**config.mk**
```make
export PLATFORM = sky130hd
export DESIGN_NAME = sdr_pwrup_seq
export DESIGN_NICKNAME = d
export VERILOG_FILES = /design/src/rtl/sdr_init_pkg.sv /design/src/rtl/init_dcnt.sv /design/src/rtl/init_fsm.sv /design/src/rtl/init_cmd_drv.sv /design/src/rtl/sdr_pwrup_seq.sv
export SDC_FILE = /design/constraint.sdc
export NUM_CORES = 1
export LEC_CHECK = 0
export CORE_UTILIZATION = 50
export DETAILED_ROUTE_END_ITERATION = 7
export HOLD_SLACK_MARGIN = 0.06
export PLACE_DENSITY_LB_ADDON = 0.15
export SKIP_LAST_GASP = 1
export SYNTH_ARGS = -nofsm -noshare
export SYNTH_HDL_FRONTEND = slang
export SYNTH_SLANG_ARGS = --single-unit
```
**constraint.sdc**
```tcl
create_clock -name clk -period 6.45 [get_ports clk]
set_input_delay 0.645 -clock clk [delete_from_list [all_inputs] [get_ports clk]]
set_output_delay 0.645 -clock clk [all_outputs]
set_load 0.005 [all_outputs]
```
**src/rtl/sdr_init_pkg.sv**
```systemverilog
package sdr_init_pkg;

  typedef enum logic [1:0] {
    CMD_NOP  = 2'd0,
    CMD_PALL = 2'd1,
    CMD_AREF = 2'd2,
    CMD_LMR  = 2'd3
  } init_cmd_e;

  typedef struct packed {
    logic cs_n;
    logic ras_n;
    logic cas_n;
    logic we_n;
  } cmd_pins_t;

  function automatic cmd_pins_t pins_of(init_cmd_e c);
    cmd_pins_t p;
    case (c)
      CMD_PALL: p = '{cs_n: 1'b0, ras_n: 1'b0, cas_n: 1'b1, we_n: 1'b0};
      CMD_AREF: p = '{cs_n: 1'b0, ras_n: 1'b0, cas_n: 1'b0, we_n: 1'b1};
      CMD_LMR:  p = '{cs_n: 1'b0, ras_n: 1'b0, cas_n: 1'b0, we_n: 1'b0};
      default:  p = '{cs_n: 1'b0, ras_n: 1'b1, cas_n: 1'b1, we_n: 1'b1};
    endcase
    return p;
  endfunction

endpackage

```
**src/rtl/init_dcnt.sv**
```systemverilog
module init_dcnt #(
  parameter int W       = 16,
  parameter int RST_VAL = 0
) (
  input  logic         clk,
  input  logic         rst_n,
  input  logic         load,
  input  logic [W-1:0] load_val,
  output logic         zero
);
  logic [W-1:0] cnt;

  always_ff @(posedge clk) begin
    if (!rst_n)             cnt <= W'(RST_VAL);
    else if (load)          cnt <= load_val;
    else if (cnt != '0)     cnt <= cnt - 1'b1;
  end

  assign zero = (cnt == '0);
endmodule

```
**src/rtl/init_fsm.sv**
```systemverilog
module init_fsm
  import sdr_init_pkg::*;
#(
  parameter int T_WAIT = 26600,
  parameter int T_RP   = 3,
  parameter int T_RFC  = 10,
  parameter int T_MRD  = 2,
  parameter int N_REF  = 8
) (
  input  logic      clk,
  input  logic      rst_n,
  output init_cmd_e cmd,
  output logic      ready
);
  localparam int TMAX1 = (T_WAIT > T_RFC) ? T_WAIT : T_RFC;
  localparam int TMAX2 = (T_RP > T_MRD) ? T_RP : T_MRD;
  localparam int TMAX  = (TMAX1 > TMAX2) ? TMAX1 : TMAX2;
  localparam int CW    = $clog2(TMAX + 1);
  localparam int RW    = $clog2(N_REF + 1);

  typedef enum logic [2:0] {
    S_WAIT, S_PALL, S_TRP, S_AREF, S_TRFC, S_LMR, S_TMRD, S_DONE
  } st_e;

  st_e          st, st_nx;
  logic         load;
  logic [CW-1:0] load_val;
  logic         cnt_zero;
  logic [RW-1:0] ref_cnt;
  logic         ref_last;

  init_dcnt #(.W(CW), .RST_VAL(T_WAIT - 1)) u_gap (
    .clk      (clk),
    .rst_n    (rst_n),
    .load     (load),
    .load_val (load_val),
    .zero     (cnt_zero)
  );

  assign ref_last = (ref_cnt == RW'(N_REF));

  always_comb begin
    st_nx    = st;
    load     = 1'b0;
    load_val = '0;
    case (st)
      S_WAIT: if (cnt_zero) st_nx = S_PALL;
      S_PALL: begin
        load = 1'b1; load_val = CW'(T_RP - 2); st_nx = S_TRP;
      end
      S_TRP:  if (cnt_zero) st_nx = S_AREF;
      S_AREF: begin
        load = 1'b1; load_val = CW'(T_RFC - 2); st_nx = S_TRFC;
      end
      S_TRFC: if (cnt_zero) st_nx = ref_last ? S_LMR : S_AREF;
      S_LMR: begin
        load = 1'b1; load_val = CW'(T_MRD - 2); st_nx = S_TMRD;
      end
      S_TMRD: if (cnt_zero) st_nx = S_DONE;
      default: st_nx = S_DONE;
    endcase
  end

  always_ff @(posedge clk) begin
    if (!rst_n) begin
      st      <= S_WAIT;
      ref_cnt <= '0;
    end else begin
      st <= st_nx;
      if (st == S_AREF) ref_cnt <= ref_cnt + 1'b1;
    end
  end

  always_comb begin
    case (st)
      S_PALL:  cmd = CMD_PALL;
      S_AREF:  cmd = CMD_AREF;
      S_LMR:   cmd = CMD_LMR;
      default: cmd = CMD_NOP;
    endcase
  end

  assign ready = (st == S_DONE);
endmodule

```
**src/rtl/init_cmd_drv.sv**
```systemverilog
module init_cmd_drv
  import sdr_init_pkg::*;
#(
  parameter int ADDR_W = 12,
  parameter int BA_W   = 2,
  parameter int DQM_W  = 8
) (
  input  init_cmd_e         cmd,
  input  logic              ready,
  input  logic [ADDR_W-1:0] mode_word,
  output logic              cs_n,
  output logic              ras_n,
  output logic              cas_n,
  output logic              we_n,
  output logic              cke,
  output logic [DQM_W-1:0]  dqm,
  output logic [BA_W-1:0]   ba,
  output logic [ADDR_W-1:0] addr
);
  localparam int ALL_BANK_BIT = 10;
  cmd_pins_t p;

  always_comb begin
    p = pins_of(cmd);
    cs_n  = p.cs_n;
    ras_n = p.ras_n;
    cas_n = p.cas_n;
    we_n  = p.we_n;
    cke   = 1'b1;
    dqm   = ready ? '0 : '1;
    ba    = '0;
    addr  = '0;
    if (cmd == CMD_PALL) addr[ALL_BANK_BIT] = 1'b1;
    if (cmd == CMD_LMR)  addr = mode_word;
  end
endmodule

```
**src/rtl/sdr_pwrup_seq.sv**
```systemverilog
module sdr_pwrup_seq
  import sdr_init_pkg::*;
#(
  parameter int         T_WAIT  = 26600,
  parameter int         T_RP    = 3,
  parameter int         T_RFC   = 10,
  parameter int         T_MRD   = 2,
  parameter int         N_REF   = 8,
  parameter int         ADDR_W  = 12,
  parameter int         BA_W    = 2,
  parameter int         DQM_W   = 8,
  parameter logic [2:0] MODE_BL = 3'b011,
  parameter logic       MODE_BT = 1'b0,
  parameter logic [2:0] MODE_CL = 3'b011,
  parameter logic       MODE_WM = 1'b0
) (
  input  logic              clk,
  input  logic              rst_n,
  output logic              sd_cs_n,
  output logic              sd_ras_n,
  output logic              sd_cas_n,
  output logic              sd_we_n,
  output logic              sd_cke,
  output logic [DQM_W-1:0]  sd_dqm,
  output logic [BA_W-1:0]   sd_ba,
  output logic [ADDR_W-1:0] sd_addr,
  output logic              init_done
);
  localparam logic [9:0] MODE_LO = {MODE_WM, 2'b00, MODE_CL, MODE_BT, MODE_BL};
  localparam logic [ADDR_W-1:0] MODE_WORD = ADDR_W'(MODE_LO);

  init_cmd_e cmd;
  logic      ready;

  init_fsm #(
    .T_WAIT (T_WAIT), .T_RP (T_RP), .T_RFC (T_RFC),
    .T_MRD  (T_MRD),  .N_REF (N_REF)
  ) u_fsm (
    .clk   (clk),
    .rst_n (rst_n),
    .cmd   (cmd),
    .ready (ready)
  );

  init_cmd_drv #(.ADDR_W(ADDR_W), .BA_W(BA_W), .DQM_W(DQM_W)) u_drv (
    .cmd       (cmd),
    .ready     (ready),
    .mode_word (MODE_WORD),
    .cs_n      (sd_cs_n),
    .ras_n     (sd_ras_n),
    .cas_n     (sd_cas_n),
    .we_n      (sd_we_n),
    .cke       (sd_cke),
    .dqm       (sd_dqm),
    .ba        (sd_ba),
    .addr      (sd_addr)
  );

  assign init_done = ready;
endmodule

```
# After elaboration in Yosys (flattened, before gate mapping)
# Index checks and enable logic that the tools add are counted.
[word_totals] regBits=22 latch_bits=0 ramBits=0 rom_bits=0 in_bits=2 output_inout_bits=28 wordCells=41 mem_count=0
[op_classes] addsub=2 n_mul=0 div=0 n_lt_le_gt_ge=0 eq_ne=15 n_shift=0 muxes=15 n_bitwise=0 n_reduce_logical=6
[ops] cell="15-bit two-way mux" n=2
[ops] cell="3-bit one-hot mux with 7 select lines" n=1
[ops] cell="15-bit zero test" n=1
[ops] cell="3-bit two-way mux" n=5
[ops] cell="15-bit nonzero test" n=1
[ops] cell="15-bit by 1-bit subtractor with 15-bit output, second input constant" n=1
[ops] cell="3-bit == test, second input constant" n=4
[ops] cell="11-bit two-way mux" n=1
[ops] cell="3-bit one-hot mux with 3 select lines" n=1
[ops] cell="8-bit two-way mux" n=1
[ops] cell="2-bit by 1-bit inequality test with 1-bit output, second input constant" n=4
[ops] cell="4-bit one-hot mux with 2 select lines" n=1
[ops] cell="3-bit by 2-bit == test with 1-bit output, second input constant" n=2
[ops] cell="2-bit one-hot mux with 3 select lines" n=1
[ops] cell="4-bit by 1-bit adder with 4-bit output, second input constant" n=1
[ops] cell="2-bit == test, second input constant" n=2
[ops] cell="4-bit == test, second input constant" n=1
[ops] cell="4-bit AND reduction" n=1
[ops] cell="3-bit by 1-bit == test with 1-bit output, second input constant" n=1
[ops] cell="3-bit zero test" n=1
[ops] cell="3-bit OR reduction" n=1
[ops] cell="2-bit by 1-bit == test with 1-bit output, second input constant" n=1
[ops] cell="1-bit two-way mux" n=2
[ops] cell="2-bit nonzero test" n=1

# Longest topological paths before layout
[logic_depth] depth_word=5 depth_mapped=7 mapped_depth_nobuf=6

# Modules after synthesis
# A second synthesis with hierarchy kept.
[hier_totals] hier_cells=181 hier_area_um2=1475.2
[by_module_without_submodules] module="init_dcnt" n_inst=1 cells_each=106 area_per_inst_um2=880.8 seq_area_each_um2=300.3
[by_module_without_submodules] module="init_fsm" n_inst=1 cells_each=42 area_per_inst_um2=381.6 seq_area_each_um2=140.1
[by_module_without_submodules] module="init_cmd_drv" n_inst=1 cells_each=31 area_per_inst_um2=205.2 seq_area_each_um2=0.0
[by_module_without_submodules] module="sdr_pwrup_seq" n_inst=1 cells_each=2 area_per_inst_um2=7.5 seq_area_each_um2=0.0

# Worst setup path before layout
# OpenSTA, ideal clock, no wires.
[synth_timing] kind="flip-flop to flip-flop" start="register u_fsm.u_gap.cnt[0]" end="register u_fsm.u_gap.cnt[1]" setup_ps=74 arrival_ps=2021 t_required_ps=6376 path_slack_ps=4355 path_stages_with_launch=8 n_path_buf=1 period_less_slack_ps=2095 path_cell_list="dfxtp_1 -> inv_1 -> ha_1 -> or3b_2 -> buf_6 -> nor4_4 -> mux2_2 -> o21ai_0"
[synth_between] elab_chain_len=3 elab_cells_between_ends=5 cone_classes="add/sub: 1; mux: 2; reduce/logical: 2"
[synth_lines] item="from (decl)" line_no="init_dcnt.sv:11" source="logic [W-1:0] cnt;"
[synth_lines] item="from (signal assigned)" line_no="init_dcnt.sv:14" source="if (!rst_n) cnt <= W'(RST_VAL);"
[synth_lines] item="from (signal assigned)" line_no="init_dcnt.sv:15" source="else if (load) cnt <= load_val;"
[synth_lines] item="from (signal assigned)" line_no="init_dcnt.sv:16" source="else if (cnt != '0) cnt <= cnt - 1'b1;"
[synth_lines] item="15-bit by 1-bit subtractor with 15-bit output" line_no="init_dcnt.sv:16"
[synth_lines] item="15-bit two-way mux" line_no="init_dcnt.sv:16"
[synth_lines] item="15-bit two-way mux" line_no="init_dcnt.sv:15"
# Parallel ways exist; a longest one is shown, timed or not. The select of a mux whose other input is x is not followed.
# A chain may end at the register's enable or synchronous reset.

# Worst setup path after layout
[layout_timing] start="register u_fsm.st[0]" end="output sd_ras_n"
[layout_between] elab_chain_len=4 elab_cells_between_ends=8 cone_classes="eq/ne: 6; mux: 2"
[layout_lines] item="from (decl)" line_no="init_fsm.sv:25" source="st_e st, st_nx;"
[layout_lines] item="from (signal assigned)" line_no="init_fsm.sv:69" source="st <= st_nx;"
[layout_lines] item="3-bit == test, or another cell as far along" line_no="init_fsm.sv:75" source="case (st)"
[layout_lines] item="2-bit one-hot mux with 3 select lines (*)" line_no="init_fsm.sv:75"
[layout_lines] item="2-bit == test / 2-bit by 1-bit == test with 1-bit output (equally long branches)" line_no="sdr_init_pkg.sv:19" source="case (c)"
[layout_lines] item="3-bit one-hot mux with 3 select lines (*)" line_no="sdr_init_pkg.sv:19"
[layout_lines] item="to (decl)" line_no="sdr_pwrup_seq.sv:20" source="output logic sd_ras_n,"
# Mark *: on every way between the ends. The rest lies on a longest branch, timed or not.

==> flow_summary.json <==
{
  "clockBufferDepth": 2,
  "avgRoutedWirePerCell_um": 13.9,
  "cts_max_level": 1,
  "first_iter_violations": 28,
  "finalSetupViolCount": 0,
  "worstSetupPathType": "reg -> out",
  "antenna_found_initial": 0,
  "ir_worst_vdd_v": 0.000148,
  "synth-main-ff-cell": "dfxtp_1",
  "hold_path.class": "reg -> reg",
  "via_count": 1092,
  "synth-async-reset-ratio": 0,
  "grt_pass1_vias": 976,
  "startpoint_type": "flop",
  "worstPathArrival_ns": 2.04,
  "fill_cells": 241,
  "drive_gt1_frac": 0.110,
  "maxSlewViolCount": 0,
  "synth_seq_cells": 22,
  "worst_pin_slew_ns": 0.712,
  "setup_tns_ns": 0,
  "cp_max_fo": 12,
  "antenna_left": 0,
  "wl_um": 2680,
  "die_y_um": 54.3,
  "synth_area_leaders": "dfxtp_1 32%, buf_4 12%, nor2_1 4.4%",
  "syn_area_um2": 1370,
  "drc_errors": 0,
  "yosysTopAreaCellShare": 0.322,
  "status": "finished, final reports clean",
  "cap_violations": 0,
  "cts_tree": "yes",
  "ioPinCount": 30,
  "start_util": 0.542,
  "final_cells": 193,
  "die-area_um2": 2950,
  "grt_max_degree": 21,
  "nNetsFinal": 169,
  "leakagePower_nw": 0.523,
  "cts_sinks": 22,
  "dpl.cell_count": 189,
  "root_buffer": "clkbuf_4",
  "synth.distinct_cells": 46,
  "globalRouteOverflowTotal": 0,
  "cp-end-kind": "output pin",
  "fin_crit_sh": 0.417,
  "grt_first_pass_wirelength_um": 4270,
  "io_buffers": 18,
  "totalPowerFinal_uw": 257,
  "powerDensity_nw_per_um2": 176,
  "synth_warnings": 0,
  "grtUsageTotal": 0.206,
  "min_period_ns": 2.69,
  "syn_inst": 160,
  "place_congestion": 0.798,
  "first_pass_iters": 4,
  "layout-area-overhead-vs-synth_pct": 6.68,
  "synth_common_cells": "22 x dfxtp_1, 21 x buf_4, 16 x nor2_1, 7 x nand2_1",
  "fp.coreArea_um2": 2520,
  "yosysMostFrequentCell": "dfxtp_1",
  "rows": 18,
  "cts_buffers": 3,
  "path_clk_slew_ns": 0.12,
  "max_clock_freq_mhz": 372,
  "synth_area_per_cell_um2": 8.55,
  "cts_setup_buffers": 0,
  "rsz0062_at_grt": "false",
  "vias_per_cell": 5.66,
  "worst_clock_skew_ns": 0.0101,
  "cts_resized": 0,
  "fin_hold_ws_ns": 0.535,
  "postCtsHoldBufs": 0,
  "slew_headroom": 0.524,
  "crit_required_ns": 5.80,
  "final-hold-violation-count": 0,
  "yosysTopAreaCell": "dfxtp_1",
  "dp_hpwl_um": 1950,
  "clock_latency_ns": 0.32,
  "ys_seq_area_frac": 0.322,
  "synth_edf_count": 0,
  "die_width_um": 54.3,
  "n_antenna_cell": 0
}
final timing paths:
kind,startpoint,to,slack [ns],cells after the start
setup / recovery,u_fsm.st[0],sd_ras_n,3.76,4
hold / removal,u_fsm.u_gap.cnt[3],u_fsm.u_gap.cnt[3],0.54,2
setup reg to reg,u_fsm.u_gap.cnt[0],u_fsm.st[2],4.09,6
hold reg to reg,u_fsm.u_gap.cnt[3],u_fsm.u_gap.cnt[3],0.54,2
per-layer routing:
metal | up-vias | wire length, µm | GRT usage
li1 | 541 | - | -
met1 | 520 | 1150 | 0.211
met2 | 27 | 1400 | 0.402
met3 | 4 | 117 | 0.0583
met4 | 0 | 23 | 0.0513
met5 | - | 0 | 0
power breakdown:
group / leakage, nW / switching, mW / internal (mW) / total [mW]
combinational: 0.317 / 0.00618 / 0.00382 / 0.0100
sequential: 0.178 / 0.00164 / 0.138 / 0.139
clock: 0.0279 / 0.0450 / 0.0629 / 0.108
total: 0.523 / 0.0528 / 0.204 / 0.257
layout by cell type (no fill, tap or decap), drive strengths merged, types with 2 or more instances in the layout:
cell type / count
ha: 3
a21oi: 5
o211ai: 3
nor2: 16
clkdlybuf4s50: 18
mux2: 2
nor4: 4
clkbuf: 3
mux2i: 2
dfxtp: 22
or3: 5
conb: 11
or2: 4
nor3: 2
o311ai: 5
o21ai: 5
or4b: 3
or4: 5
and2: 4
nand2b: 2
o31a: 2
nand2: 7
xnor2: 4
nand3: 6
inv: 6
logic make-up (layout without fill, tap and decap cells):
family          count (synthesis)  in the layout  synth area share
mux                             4              4            0.0311
buf+inv                        36             30             0.180
compound gates                 26             26             0.134
fa+ha+maj                       3              3            0.0275
flops                          22             22             0.322
xor+xnor                        4              4            0.0256
simple gates                   63             63             0.274
other cells                     2             11           0.00549
stage by stage:
stage / worst slack [ns] / util / instance area (µm²)
2_1_floorplan: 4.35 / - / 1400
3_3_place_gp: 4.18 / 0.558 / 1410
3_5_place_dp: 4.12 / 0.558 / 1410
4_1_cts: 3.78 / 0.578 / 1460
5_1_grt: 3.64 / 0.578 / 1460
6_report: 3.76 / 0.578 / 1460
flip-flops by register name, summed over array words and instances, names as in the netlist:
signal           count
u_fsm.ref_cnt        4
u_fsm.u_gap.cnt     15
u_fsm.st             3
critical path: stages (launching register included):
cell and delay, ns:
dfxtp_1 0.47, a21boi_0 0.21, buf_4 0.21, clkinv_1 0.29, clkdlybuf4s50_1 0.54
final cells by class:
type                       count  area [µm²]  area share
multi-input combinational    111         714       0.490
sequential                    22         440       0.302
timing repair buffer          19         188       0.129
tap                           30        37.5      0.0257
clock inverter                 1        30.0      0.0206
inverter                       7        26.3      0.0180
clock buffer                   3        22.5      0.0154
(Power assumes the default switching activity.)
